==> src/rtl/nmi_pkg.sv <==
`timescale 1ns/1ps
package nmi_pkg;

  localparam int DATA_W = 8;
  localparam int IDX_W  = 7;

  // Bit positions of the system control port; software and the bench rely on them.
  localparam int SYS_PAR_FLAG = 7;
  localparam int SYS_CHK_FLAG = 6;
  localparam int SYS_CC_DIS   = 3;
  localparam int SYS_PC_DIS   = 2;
  localparam int SYS_SPK      = 1;
  localparam int SYS_GATE     = 0;
  localparam int IDX_MASK_BIT = 7;

  typedef struct packed {
    logic cc_dis;
    logic pc_dis;
    logic spk_en;
    logic t2_gate;
  } sys_bits_t;

  localparam sys_bits_t SYS_RESET = '{cc_dis: 1'b1, pc_dis: 1'b1, spk_en: 1'b0, t2_gate: 1'b0};

  function automatic logic addr_hit(input logic [31:0] addr, input logic [31:0] port);
    return addr == port;
  endfunction

  // Read image of the system port built from live flags and stored bits.
  function automatic logic [DATA_W-1:0] pack_sys(input logic par_f, input logic chk_f,
                                                 input sys_bits_t s);
    logic [DATA_W-1:0] v;
    v = '0;
    v[SYS_PAR_FLAG] = par_f;
    v[SYS_CHK_FLAG] = chk_f;
    v[SYS_CC_DIS]   = s.cc_dis;
    v[SYS_PC_DIS]   = s.pc_dis;
    v[SYS_SPK]      = s.spk_en;
    v[SYS_GATE]     = s.t2_gate;
    return v;
  endfunction

  // Active-low interrupt request from both gated sources and the mask.
  function automatic logic nmi_level_n(input logic par_f, input logic pc_dis,
                                       input logic chk_f, input logic cc_dis,
                                       input logic mask);
    return !(!mask && ((par_f && !pc_dis) || (chk_f && !cc_dis)));
  endfunction

endpackage

==> src/rtl/nmi_sync.sv <==
`timescale 1ns/1ps
module nmi_sync #(
  parameter int STAGES = 2
) (
  input  logic clk,
  input  logic rst_n,
  input  logic async_n,
  output logic level
);
  logic [STAGES-1:0] chain;

  generate
    for (genvar g = 0; g < STAGES; g++) begin : g_stage
      if (g == 0) begin : g_first
        always_ff @(posedge clk) begin
          if (!rst_n) chain[g] <= 1'b0;
          else        chain[g] <= !async_n;
        end
      end else begin : g_next
        always_ff @(posedge clk) begin
          if (!rst_n) chain[g] <= 1'b0;
          else        chain[g] <= chain[g-1];
        end
      end
    end
  endgenerate

  assign level = chain[STAGES-1];
endmodule

==> src/rtl/nmi_sysctl_reg.sv <==
`timescale 1ns/1ps
module nmi_sysctl_reg
  import nmi_pkg::*;
(
  input  logic      clk,
  input  logic      rst_n,
  input  logic      wr_en,
  input  logic [3:0] wdata,
  output sys_bits_t bits
);
  sys_bits_t bits_q;

  always_ff @(posedge clk) begin
    if (!rst_n)     bits_q <= SYS_RESET;
    else if (wr_en) bits_q <= sys_bits_t'(wdata);
  end

  assign bits = bits_q;

  AST_SYS_KEEP: assert property (@(posedge clk) disable iff (!rst_n)
    !wr_en |=> $stable(bits_q));
  AST_SYS_LOAD: assert property (@(posedge clk) disable iff (!rst_n)
    wr_en |=> (bits_q == $past(wdata)));
endmodule

==> src/rtl/nmi_idx_reg.sv <==
`timescale 1ns/1ps
module nmi_idx_reg
  import nmi_pkg::*;
(
  input  logic              clk,
  input  logic              rst_n,
  input  logic              wr_en,
  input  logic [DATA_W-1:0] wdata,
  output logic              mask,
  output logic [IDX_W-1:0]  index
);
  logic             mask_q;
  logic [IDX_W-1:0] index_q;

  always_ff @(posedge clk) begin
    if (!rst_n) begin
      mask_q  <= 1'b1;
      index_q <= '0;
    end else if (wr_en) begin
      mask_q  <= wdata[IDX_MASK_BIT];
      index_q <= wdata[IDX_W-1:0];
    end
  end

  assign mask  = mask_q;
  assign index = index_q;

  AST_IDX_KEEP: assert property (@(posedge clk) disable iff (!rst_n)
    !wr_en |=> ($stable(mask_q) && $stable(index_q)));
endmodule

==> src/rtl/nmi_err_latch.sv <==
`timescale 1ns/1ps
module nmi_err_latch (
  input  logic clk,
  input  logic rst_n,
  input  logic src,
  input  logic dis,
  output logic flag
);
  logic flag_q;
  logic set_ev;
  logic clr_ev;

  assign set_ev = src && !dis;
  assign clr_ev = dis;

  always_ff @(posedge clk) begin
    if (!rst_n)      flag_q <= 1'b0;
    else if (clr_ev) flag_q <= 1'b0;
    else if (set_ev) flag_q <= 1'b1;
  end

  assign flag = flag_q;

  AST_FLAG_SET: assert property (@(posedge clk) disable iff (!rst_n)
    (src && !dis) |=> flag_q);
  AST_FLAG_HOLD: assert property (@(posedge clk) disable iff (!rst_n)
    (flag_q && !dis) |=> flag_q);
  AST_FLAG_CLR: assert property (@(posedge clk) disable iff (!rst_n)
    dis |=> !flag_q);
endmodule

==> src/rtl/nmi_status_ports.sv <==
`timescale 1ns/1ps
module nmi_status_ports
  import nmi_pkg::*;
#(
  parameter int          ADDR_W      = 16,
  parameter logic [31:0] SYS_PORT    = 32'h61,
  parameter logic [31:0] IDX_PORT    = 32'h70,
  parameter int          SYNC_STAGES = 2
) (
  input  logic              clk,
  input  logic              rst_n,
  input  logic [ADDR_W-1:0] io_addr,
  input  logic              io_rd,
  input  logic              io_wr,
  input  logic [7:0]        io_wdata,
  output logic [7:0]        io_rdata,
  input  logic              par_err,
  input  logic              chck_n,
  output logic              nmi_n
);
  logic             hit_sys;
  logic             hit_idx;
  logic             wr_sys;
  logic             wr_idx;
  sys_bits_t        sys_bits;
  logic             mask;
  logic [IDX_W-1:0] index;
  logic             chk_level;
  logic             par_flag;
  logic             chk_flag;

  assign hit_sys = addr_hit(32'(io_addr), SYS_PORT);
  assign hit_idx = addr_hit(32'(io_addr), IDX_PORT);
  assign wr_sys  = io_wr && hit_sys;
  assign wr_idx  = io_wr && hit_idx;

  nmi_sysctl_reg u_sys (
    .clk   (clk),
    .rst_n (rst_n),
    .wr_en (wr_sys),
    .wdata (io_wdata[3:0]),
    .bits  (sys_bits)
  );

  nmi_idx_reg u_idx (
    .clk   (clk),
    .rst_n (rst_n),
    .wr_en (wr_idx),
    .wdata (io_wdata),
    .mask  (mask),
    .index (index)
  );

  nmi_sync #(.STAGES(SYNC_STAGES)) u_sync (
    .clk     (clk),
    .rst_n   (rst_n),
    .async_n (chck_n),
    .level   (chk_level)
  );

  nmi_err_latch u_par (
    .clk   (clk),
    .rst_n (rst_n),
    .src   (par_err),
    .dis   (sys_bits.pc_dis),
    .flag  (par_flag)
  );

  nmi_err_latch u_chk (
    .clk   (clk),
    .rst_n (rst_n),
    .src   (chk_level),
    .dis   (sys_bits.cc_dis),
    .flag  (chk_flag)
  );

  always_comb begin
    io_rdata = '0;
    if (io_rd) begin
      if (hit_sys)      io_rdata = pack_sys(par_flag, chk_flag, sys_bits);
      else if (hit_idx) io_rdata = {1'b0, index};
    end
  end

  assign nmi_n = nmi_level_n(par_flag, sys_bits.pc_dis, chk_flag, sys_bits.cc_dis, mask);

  AST_MASK_QUIET: assert property (@(posedge clk) disable iff (!rst_n)
    mask |-> nmi_n);
  AST_NO_SRC_QUIET: assert property (@(posedge clk) disable iff (!rst_n)
    (!par_flag && !chk_flag) |-> nmi_n);
  AST_RD_IDLE: assert property (@(posedge clk) disable iff (!rst_n)
    !io_rd |-> (io_rdata == 8'h00));
  AST_IDX_TOP_ZERO: assert property (@(posedge clk) disable iff (!rst_n)
    (io_rd && hit_idx) |-> !io_rdata[7]);
endmodule

==> config.mk <==
export PLATFORM = sky130hd
export DESIGN_NAME = nmi_status_ports
export DESIGN_NICKNAME = d
export VERILOG_FILES = /design/src/rtl/nmi_pkg.sv /design/src/rtl/nmi_sync.sv /design/src/rtl/nmi_sysctl_reg.sv /design/src/rtl/nmi_idx_reg.sv /design/src/rtl/nmi_err_latch.sv /design/src/rtl/nmi_status_ports.sv
export SDC_FILE = /design/constraint.sdc
export NUM_CORES = 1
export LEC_CHECK = 0
export BUFFER_PORTS_ARGS = -buffer_cell sky130_fd_sc_hd__buf_2
export CAP_MARGIN = 20
export CORE_AREA = 2 2 52 54
export CTS_BUF_LIST = sky130_fd_sc_hd__clkbuf_8
export DETAILED_ROUTE_END_ITERATION = 8
export DIE_AREA = 0 0 54 56
export GPL_TIMING_DRIVEN = 0
export SYNTH_ARGS = -nofsm -noshare
export SYNTH_HDL_FRONTEND = slang
export SYNTH_SLANG_ARGS = --single-unit
==> constraint.sdc <==
create_clock -name clk -period 1.1 [get_ports clk]
set_input_delay 0.11 -clock clk [delete_from_list [all_inputs] [get_ports clk]]
set_output_delay 0.11 -clock clk [all_outputs]
set_load 0.05 [all_outputs]
# --- After elaboration in Yosys (flattened, before gate mapping) ---
# Index checks and enable logic that the tools add are counted.
word_totals:
  elab_cells: 31
  input_bits: 30
  ff_bits: 16
classes:
  bitwise: 1
  n_mux: 3
  n_eq_ne: 2
  reduce_logical: 15
op_table:
  columns: ["op", "n"]
  rows:
  - ["$eq 16x7->1 const B", 2]
  - ["$mux 8", 2]
  - ["$logic_and 1x1->1", 7]
  - ["$mux 7", 1]
  - ["$logic_not 1->1", 5]
  - ["$reduce_or 2->1", 2]
  - ["$logic_or 1x1->1", 1]
  - ["$not 1->1", 1]

# --- Logic depth before layout (Yosys ltp) ---
# Gate-level depths: netlist (run 1).
depth:
  word_depth: 5
  depth_mapped: 6
  ltp_nobuf: 4

# --- By module ---
# Synthesis (run 1) repeated with hierarchy kept, for this count alone.
unflattened:
  hier_cells: 81
  hier_area_um2: 783.3
by_module_without_submodules:
  columns: ["module", "n_inst", "cells_per_inst", "area_each_um2", "seq_area_each_um2"]
  rows:
  - ["nmi_idx_reg", 1, 25, 299.0, 160.2]
  - ["nmi_status_ports", 1, 33, 206.4, 0.0]
  - ["nmi_sysctl_reg", 1, 13, 145.1, 80.1]
  - ["nmi_err_latch", 2, 3, 36.3, 20.0]
  - ["nmi_sync", 1, 4, 60.1, 40.0]

# --- Worst setup path after synthesis (run 1) ---
# Ideal clock, no wire load.
synth_path:
  path_kind: "input -> output"
  from: "input port io_addr[9]"
  to: "output port io_rdata[7]"
  cell_stages: 3
  path_slack_ps: -727
  arrival_ps: 1717
  path_buffers: 0
  cell_sequence: "nor4_4 -> nand4_1 -> nor3_1"
synth_via:
  elab_chain_len: 3
synth_lines:
  columns: ["element", "line_no", "text"]
  rows:
  - ["from (decl)", "nmi_status_ports.sv:12", "input logic [ADDR_W-1:0] io_addr,"]
  - ["$eq 16x7->1", "nmi_pkg.sv:26", "return addr == port;"]
  - ["$mux 8", "nmi_status_ports.sv:80", "if (hit_sys) io_rdata = pack_sys(par_flag, chk_flag, sys_bits);"]
  - ["$mux 8", "nmi_status_ports.sv:79", "if (io_rd) begin"]
  - ["to (decl)", "nmi_status_ports.sv:16", "output logic [7:0] io_rdata,"]
# Every way passes these cells.

# --- Worst setup path after layout (run 1) ---
layout_path:
  from: "input port io_addr[10]"
  to: "output port io_rdata[4]"
layout_via:
  elab_chain_len: 4
  elab_cells_between_ends: 5
  cone_classes: "eq/ne: 2; mux: 3"
layout_lines:
  columns: ["element", "line_no", "text"]
  rows:
  - ["$eq 16x7->1", "nmi_pkg.sv:26", null]
  - ["$mux 7", "nmi_status_ports.sv:81", "else if (hit_idx) io_rdata = {1'b0, index};"]
  - ["$mux 8 *", "nmi_status_ports.sv:80", null]
  - ["$mux 8 *", "nmi_status_ports.sv:79", null]
# Mark *: on every way between the ends. The rest lies on a longest branch, timed or not.

==> metrics.md, run 1 <==
| Metric | Value |
|---|---|
| Hold Slack | 0.0667 ns |
| Worst path most repeated cell | buf_6 |
| Number of endpoints failing setup at the final stage | 11 |
| Worst-margin pin slew | 0.522 ns |
| Max cap viols | 0 |
| Unrepaired setup endpoints after global routing | true |
| Root Driver | clkbuf_8 |
| Most area-consuming cells after synthesis | dfxtp_1 (40%), a22o_1 (5.4%), nor4_4 (5.2%) |
| Number of diodes added for antenna fixing | 0 |
| Post-route clock period utilization | 1.34 |
| Category of the worst setup path launch point | input port |
| Worst Setup Slack, final | -0.372 ns |
| Antenna Nets Post-Route | 0 |
| Combinational family with the most area after synthesis | simple AND/OR/NAND/NOR gates |
| DR pass1 iterations | 4 |
| Fin. max-slew vios | 0 |
| Leakage | 0.577 nW |
| Core Region | 0.00243 mm² |
| Combined area of all synthesized cells | 811 µm² |
| Library cell contributing the largest single delay on the critical path | nor4_4 |
| Maximum fanout along the worst path | 7 |
| Residual DRC count | 0 |
| Mapped Nets | 117 |
| Worst hold path class | in -> reg |
| Complex-gate fraction of the synthesized area | 0.202 |
| Final wirelength | 2390 µm |
| Total via count after detailed routing | 859 |
| CP bufs+invs | 3 |
| Clock Path Buffers | 2 |
| Fraction of layout instances using a drive strength above 1 | 0.507 |
| Clock tree from TritonCTS | yes |
| Final estimated routing congestion in global placement | 0.716 |
| Post-Syn Area per Cell | 9.32 µm² |
| Congestion Overflow GR | 0 |
| Delay contributed by the slowest stage of the critical path | 0.29 ns |
| Initial antenna violation count | 0 |
| Peak clock frequency supported by timing | 0.679 GHz |
| Violated checks | negative setup slack |
| IR drop worst, VDD | 0.000906 V |
| Yosys warns | 0 |
| Clock latency on the worst-skew pair | 0.25 ns |
| Area share of the leading cell type in the synthesized netlist | 0.395 |
| Clock transition at the register clock pins on the worst setup and hold paths after CTS | 0.06 ns |
| Final Net Count | 167 |
| Die width | 54 µm |
| Cell-by-cell trace of the critical path | buf_6 -> nor4_4 -> nand4_1 -> buf_6 -> nor2_4 -> and2_4 -> buf_8 |
| TritonCTS Buffers | 3 |
| Run status | complete, but fails checks |
| Pre-CTS setup slack | -0.720 ns |
| Post-synthesis to final-layout area growth | 70.2% |
| Vias per inst | 5.17 |
| Fraction of synthesized cell area in xor and xnor cells | 0 |
| Maximum number of pins on one net before global-route repair | 11 |
| Die height | 56 µm |
| Clock net sink count | 16 |
| Share of synthesized area occupied by flip-flops and latches | 0.395 |
| Global-route wire length before repair | 3800 µm |
| First DRT Iteration DRCs | 10 |
| Count of unique library cells instantiated by Yosys | 25 |
| Multiplexer area fraction after synthesis | 0.0494 |
| Simple-gate portion of the synthesized area | 0.312 |
| Worst EP arrival | 1.36 ns |
| Row Count | 18 |
| Top cell family by delay on the critical path | simple AND/OR/NAND/NOR gates |
| Design area | 0.00138 mm² |
| Placed inst area | 0.00106 mm² |
| Adder-cell share of the synthesized area | 0 |
| Initial Util | 0.333 |
| Critical setup path kind | in -> out |
| Sort of element at the end of the critical path | primary output |
| Synthesized netlist cell count | 87 |
| Rel. slew slack | 0.652 |
| Maximum level of the CTS H-tree | 1 |
| Power per cell area | 903 mW/mm² |
| Total die area | 0.00302 mm² |
| Endpoints failing hold | 0 |
| Quantity of I/O buffers inserted on ports | 37 |
| Final critical-path required period | 1.47 ns |
| Vias in the first global route | 869 |
| Cell taking the most area after synthesis | dfxtp_1 |
| Number of synthesized register bits | 16 |
| Final Skew | 0.00379 ns |
| Data required time at the worst endpoint | 0.99 ns |
| I/O pin count | 39 |
| Detailed-route wire length per cell | 14.4 µm |
| Total routing resource utilization after global routing | 0.169 |
-- power by group --
group	total [mW]	internal [mW]	switching, mW
Combinational	0.141	0.0719	0.0693
Sequential	0.581	0.580	0.000709
Clock	0.525	0.318	0.207
Total	1.25	0.970	0.277
-- area by class of cell --
cell class | instances | area (µm²)
fillers | 217 | 1050
well taps | 30 | 37.5
clock buffers | 4 | 55.1
repair buffers | 45 | 375
flip-flops and latches | 16 | 327
multi-input cells | 64 | 552
inverters | 3 | 11.3
plain buffers | 4 | 22.5
-- cells by family (layout without fill, tap and decap cells) --
group / count (synthesis) / count (layout)
simple gates: 36 / 36
compound gates: 24 / 24
flops: 16 / 16
buf+inv: 7 / 56
mux: 4 / 4
-- sequential cells by signal (all words and copies together), names as in the netlist --
register and flops:
u_chk.flag 1, u_idx.index 7, u_idx.mask 1, u_par.flag 1, u_sync.chain 1, u_sync.level 1
u_sys.bits 4
-- cell usage in the layout (no fill, tap or decap), types with 2 or more instances in the layout --
cell	Yosys	layout
dfxtp_1	16	13
clkbuf_1	3	3
buf_4	0	5
buf_8	0	7
o21a_1	2	2
nor2_1	7	5
o41a_1	3	3
dfxtp_2	0	2
nand2b_1	3	3
o21ai_0	5	5
and2_4	0	2
mux2i_1	4	4
nand2_1	6	6
clkbuf_8	0	4
a22o_4	0	5
nand4_1	6	6
inv_1	3	2
nor4_4	2	2
and3b_1	2	2
a21oi_1	5	5
buf_6	1	11
o21ai_1	3	3
nor2_4	0	3
nor2b_1	2	2
buf_2	0	22
-- worst paths after layout --
| path | start | endpoint | slack, ns | depth (start not counted) |
|---|---|---|---|---|
| setup / recovery | io_addr[10] | io_rdata[4] | -0.37 | 7 |
| hold / removal | par_err | u_par.flag$_SDFFE_PP0P_ | 0.07 | 2 |
| setup reg to reg | u_sys.bits[2]$_SDFFE_PN1P_ | u_sys.bits[2]$_SDFFE_PN1P_ | 0.29 | 3 |
| hold reg to reg | u_sync.level$_SDFF_PN0_ | u_chk.flag$_SDFFE_PP0P_ | 0.42 | 1 |
-- per-stage QoR --
step | utilization | instances | power [mW] | setup TNS, ns
6_report | 0.567 | 166 | 1.25 | -3.00
3_5_place_dp | 0.434 | 154 | 0.711 | -7.76
4_1_cts | 0.525 | 165 | 1.26 | -3.18
2_1_floorplan | - | 87 | 0.636 | -1.95
3_3_place_gp | 0.434 | 154 | 0.710 | -7.48
5_1_grt | 0.567 | 166 | 1.30 | -4.08
-- worst reg2reg max path: cells and delay by family (launching register included) --
| kind | cells | cell delay (ns) |
|---|---|---|
| AND/OR/NAND/NOR | 1 | 0.15 |
| flip-flops | 1 | 0.35 |
| AO/OA/AOI/OAI | 2 | 0.21 |
-- routing by layer --
layer  vias to the layer above  wire, µm  track usage
li1                        422         -            -
met1                       404       968        0.195
met2                        28      1240        0.289
met3                         5       142       0.0430
met4                         0        36       0.0643
met5                         -         0            0
-- timing repair --
item,in CTS,in global routing
pin swaps,7,12
hold buffers,1,0
hold endpoints to repair,1,0
resized for setup,31,19
setup buffers,6,2
setup endpoints to repair,9,21
-- cell usage after synthesis (all sizes together) --
master,count
o21ai,8
nand4,7
a22o,5
nor2,8
and2,3
clkbuf,3
o21a,2
inv,3
mux2i,4
and3b,2
o41a,3
nor4,2
dfxtp,16
nor4b,1
nand2b,3
nor2b,2
nor3,1
nand2,6
buf,1
and4,1
a21oi,5
o22ai,1
Note: power is estimated with default switching activity, not from simulation.
==> inputs of run 2 (changes only) <==
- ABC_AREA: default -> 1
- CORE_AREA: 2 2 52 54 -> 2 2 56 58
- DIE_AREA: 0 0 54 56 -> 0 0 58 60
==> run 2 against run 1 <==
The run still ends with negative setup slack left. Critical path type unchanged. Largest cell class unchanged. Global-route usage down 0.58 points. Critical path depth up 1. Critical endpoint is now io_rdata[1]. Sequential share of layout area down 3.1 points. Via count up 22%.
==> metrics.md, run 2 <==
| Metric | Value |
|---|---|
| Hold Slack | 0.0169 ns (-0.0498 ns) |
| Leakage | 0.693 nW (+20%) |
| Total power | 1.17 mW (-6.3%) |
| Die width | 58 µm (+7.4%) |
| Most used flip-flop cell after synthesis | dfxtp_1 |
| Worst-margin pin slew | 0.507 ns (-0.0147 ns) |
| DR pass1 iterations | 4 (unchanged) |
| Count of flip-flops with a built-in enable after synthesis | 0 (unchanged) |
| Root Driver | clkbuf_8 |
| Layout fillers | 277 (+28%) |
| Share of synthesized area occupied by flip-flops and latches | 0.331 (-0.0643) |
| IR drop worst, VDD | 0.000832 V (-8.1%) |
| Unrepaired setup endpoints after global routing | true |
| Final Net Count | 226 (+35%) |
| Endpoints failing hold | 0 (unchanged) |
| Final critical-path required period | 1.29 ns (-0.178 ns) |
| Max cap viols | 0 (unchanged) |
| Post-synthesis to final-layout area growth | 62.8% |
| Count of unique library cells instantiated by Yosys | 20 (-20%) |
| Die height | 60 µm (+7.1%) |
| Total die area | 0.00348 mm² (+15%) |
| Met2 routing resource usage after global routing | 0.300 (+0.0111) |
| Quantity of I/O buffers inserted on ports | 38 (+2.7%) |
| Clock Path Buffers | 2 (unchanged) |
| Rel. slew slack | 0.662 (+0.00979) |
| Number of endpoints failing setup at the final stage | 9 (-2) |
| TritonCTS Buffers | 3 (unchanged) |
| Vias per inst | 4.61 (-11%) |
| Post-Syn Area per Cell | 6.63 µm² (-29%) |
| Total via count after detailed routing | 1047 (+22%) |
| Category of the worst setup path launch point | input port |
| Most utilized layer in the global route result | met2 |
| Combined area of all synthesized cells | 968 µm² (+19%) |
| Capturing instance or port of the critical path | io_rdata[1] |
| Core Region | 0.00290 mm² (+19%) |
| Row Count | 20 (+2) |
| Final Skew | 0.000177 ns (-0.00361 ns) |
| Most used standard cells in the synthesized netlist | inv_1 (33), nand2_1 (32), nand4_1 (18), nor2_1 (17), dfxtp_1 (16) |
| I/O pin count | 39 (unchanged) |
| Clock latency on the worst-skew pair | 0.24 ns (about the same) |
| Crit Reg-Reg Startpoint | u_idx.index[4]$_SDFFE_PN0P_ |
| Most common cell after layout, fill and taps aside | inv_1 |
| Number of cells on the worst reg-to-reg path | 4 (+1) |
| Reg2Reg Setup Slack | 0.45 ns (+0.16 ns) |
| Initial Util | 0.334 (about the same) |
| Initial antenna violation count | 0 (unchanged) |
| Most frequent cells in the layout | inv_1 (30), nand2_1 (24), buf_2 (23) |
| Clock tree from TritonCTS | yes |
| Launch point of the critical path | io_addr[8] |
| Fraction of layout instances using a drive strength above 1 | 0.464 (-0.0434) |
| Async set or reset register ratio after synthesis | 0 (unchanged) |
| Maximum level of the CTS H-tree | 1 (unchanged) |
| Antenna Nets Post-Route | 0 (unchanged) |
| Post-route clock period utilization | 1.18 (-0.162) |
| Run status | complete, but fails checks |
| GR met3 Demand/Resource | 0.0455 (+0.00244) |
| Mapped Nets | 176 (+50%) |
| Worst hold path class | in -> reg |
| Congestion Overflow GR | 0 (unchanged) |
| Number of diodes added for antenna fixing | 0 (unchanged) |
| Maximum number of pins on one net before global-route repair | 11 (unchanged) |
| Fin. max-slew vios | 0 (unchanged) |
| Area share of the leading cell type in the synthesized netlist | 0.331 (-0.0643) |
| Sort of element at the end of the critical path | primary output |
| Detailed-route wire length per cell | 11.6 µm (-19%) |
| Final estimated routing congestion in global placement | 0.742 (+3.6%) |
| Data required time at the worst endpoint | 0.99 ns (about the same) |
| Critical hold path startpoint | chck_n |
| Peak clock frequency supported by timing | 0.773 GHz (+14%) |
| Number of synthesized register bits | 16 (unchanged) |
| Maximum fanout along the worst path | 7 (unchanged) |
| Violated checks | negative setup slack |
| Cell taking the most area after synthesis | dfxtp_1 |
| Residual DRC count | 0 (unchanged) |
| Worst EP arrival | 1.18 ns (-0.18 ns) |
| Total routing resource utilization after global routing | 0.163 (-0.00584) |
| Most area-consuming cells after synthesis | dfxtp_1 (33%), inv_1 (13%), nand2_1 (12%) |
| Yosys warns | 0 (unchanged) |
| Met1 GRT Util | 0.187 (-0.00852) |
| Power per cell area | 741 mW/mm² (-18%) |
| Synthesized netlist cell count | 146 (+68%) |
| Global-route wire length before repair | 4310 µm (+14%) |
| Final wirelength | 2630 µm (+10%) |
| First DRT Iteration DRCs | 25 (+15) |
| Final HPWL DP | 1900 µm |
| Most repeated cell in the gate-level netlist after synthesis | inv_1 |
| Critical setup path kind | in -> out |
| Worst Setup Slack, final | -0.194 ns (+0.178 ns) |
| Flip-flop count of the largest register after layout | 7 (unchanged) |
| Worst reg2reg endpoint | u_idx.index[4]$_SDFFE_PN0P_ |
| Clock transition at the register clock pins on the worst setup and hold paths after CTS | 0.06 ns (about the same) |
| Clock net sink count | 16 (unchanged) |
| Vias in the first global route | 1012 (+16%) |
-- run 2: per-stage QoR --
stage	instance area [µm²]	utilization	std cells	TNS [ns]	setup WS, ns
finish	1580	0.543	227	-1.36	-0.194
global route	1580	0.543	227	-1.89	-0.256
CTS	1510	0.519	225	-1.58	-0.226
detailed placement	1300	0.447	217	-4.96	-0.522
global placement	1300	0.447	217	-4.81	-0.519
floorplan	1070	-	146	-1.16	-0.223
-- run 2: layer usage --
layer  wire length [µm]  share of wire  up-vias
li1                   -              -      555
met2               1370           0.52       19
met3                117          0.045        2
met5                  0              0        -
met4                 19         0.0072        0
met1               1120           0.43      471
-- run 2: layout make-up --
class | count | area [µm²] | area share
clock buffers | 3 | 41.3 | 0.0262
inverters | 33 | 135 | 0.0857
multi-input cells | 92 | 641 | 0.406
plain buffers | 5 | 37.5 | 0.0238
flip-flops and latches | 16 | 324 | 0.206
repair buffers | 45 | 357 | 0.226
well taps | 33 | 41.3 | 0.0262
-- run 2: worst max-delay path: stages --
cell	delay, ns
buf_6	0.10
nor2_4	0.09
nand2_2	0.07
nor2_4	0.12
buf_6	0.13
nand3_4	0.18
o21ai_4	0.20
buf_6	0.18
-- run 2: worst min path at each step --
stage	end	slack [ns]	cells past startpoint
final	u_sync.chain[0]$_SDFF_PN0_	0.02	2
after global routing	u_sync.chain[0]$_SDFF_PN0_	0.01	2
after CTS	u_sync.chain[0]$_SDFF_PN0_	0.02	2
after detailed placement	u_sync.chain[0]$_SDFF_PN0_	0.28	2
after global placement	u_sync.chain[0]$_SDFF_PN0_	0.27	2
after floorplan	u_sync.chain[0]$_SDFF_PN0_	0.18	1
-- run 2: report_power, final --
part	internal, mW	switching (mW)
Clock	0.242	0.182
Combinational	0.0770	0.0826
Sequential	0.583	0.000934
Total	0.902	0.266
-- run 2: kinds of logic (layout without fill, tap and decap cells) --
logic type      count (synthesis)  count (layout)  share of synthesized area
compound gates                  6               6                     0.0323
buf+inv                        38              86                      0.160
flops                          16              16                      0.331
simple gates                   86              86                      0.477
-- run 2: repair_timing --
item                       4_1_cts  5_1_grt
buffers inserted                 5        1
pin swaps                       10       10
setup endpoints to repair        9        9
cloned                           0        1
resized for setup               34       15
hold buffers                     0        0
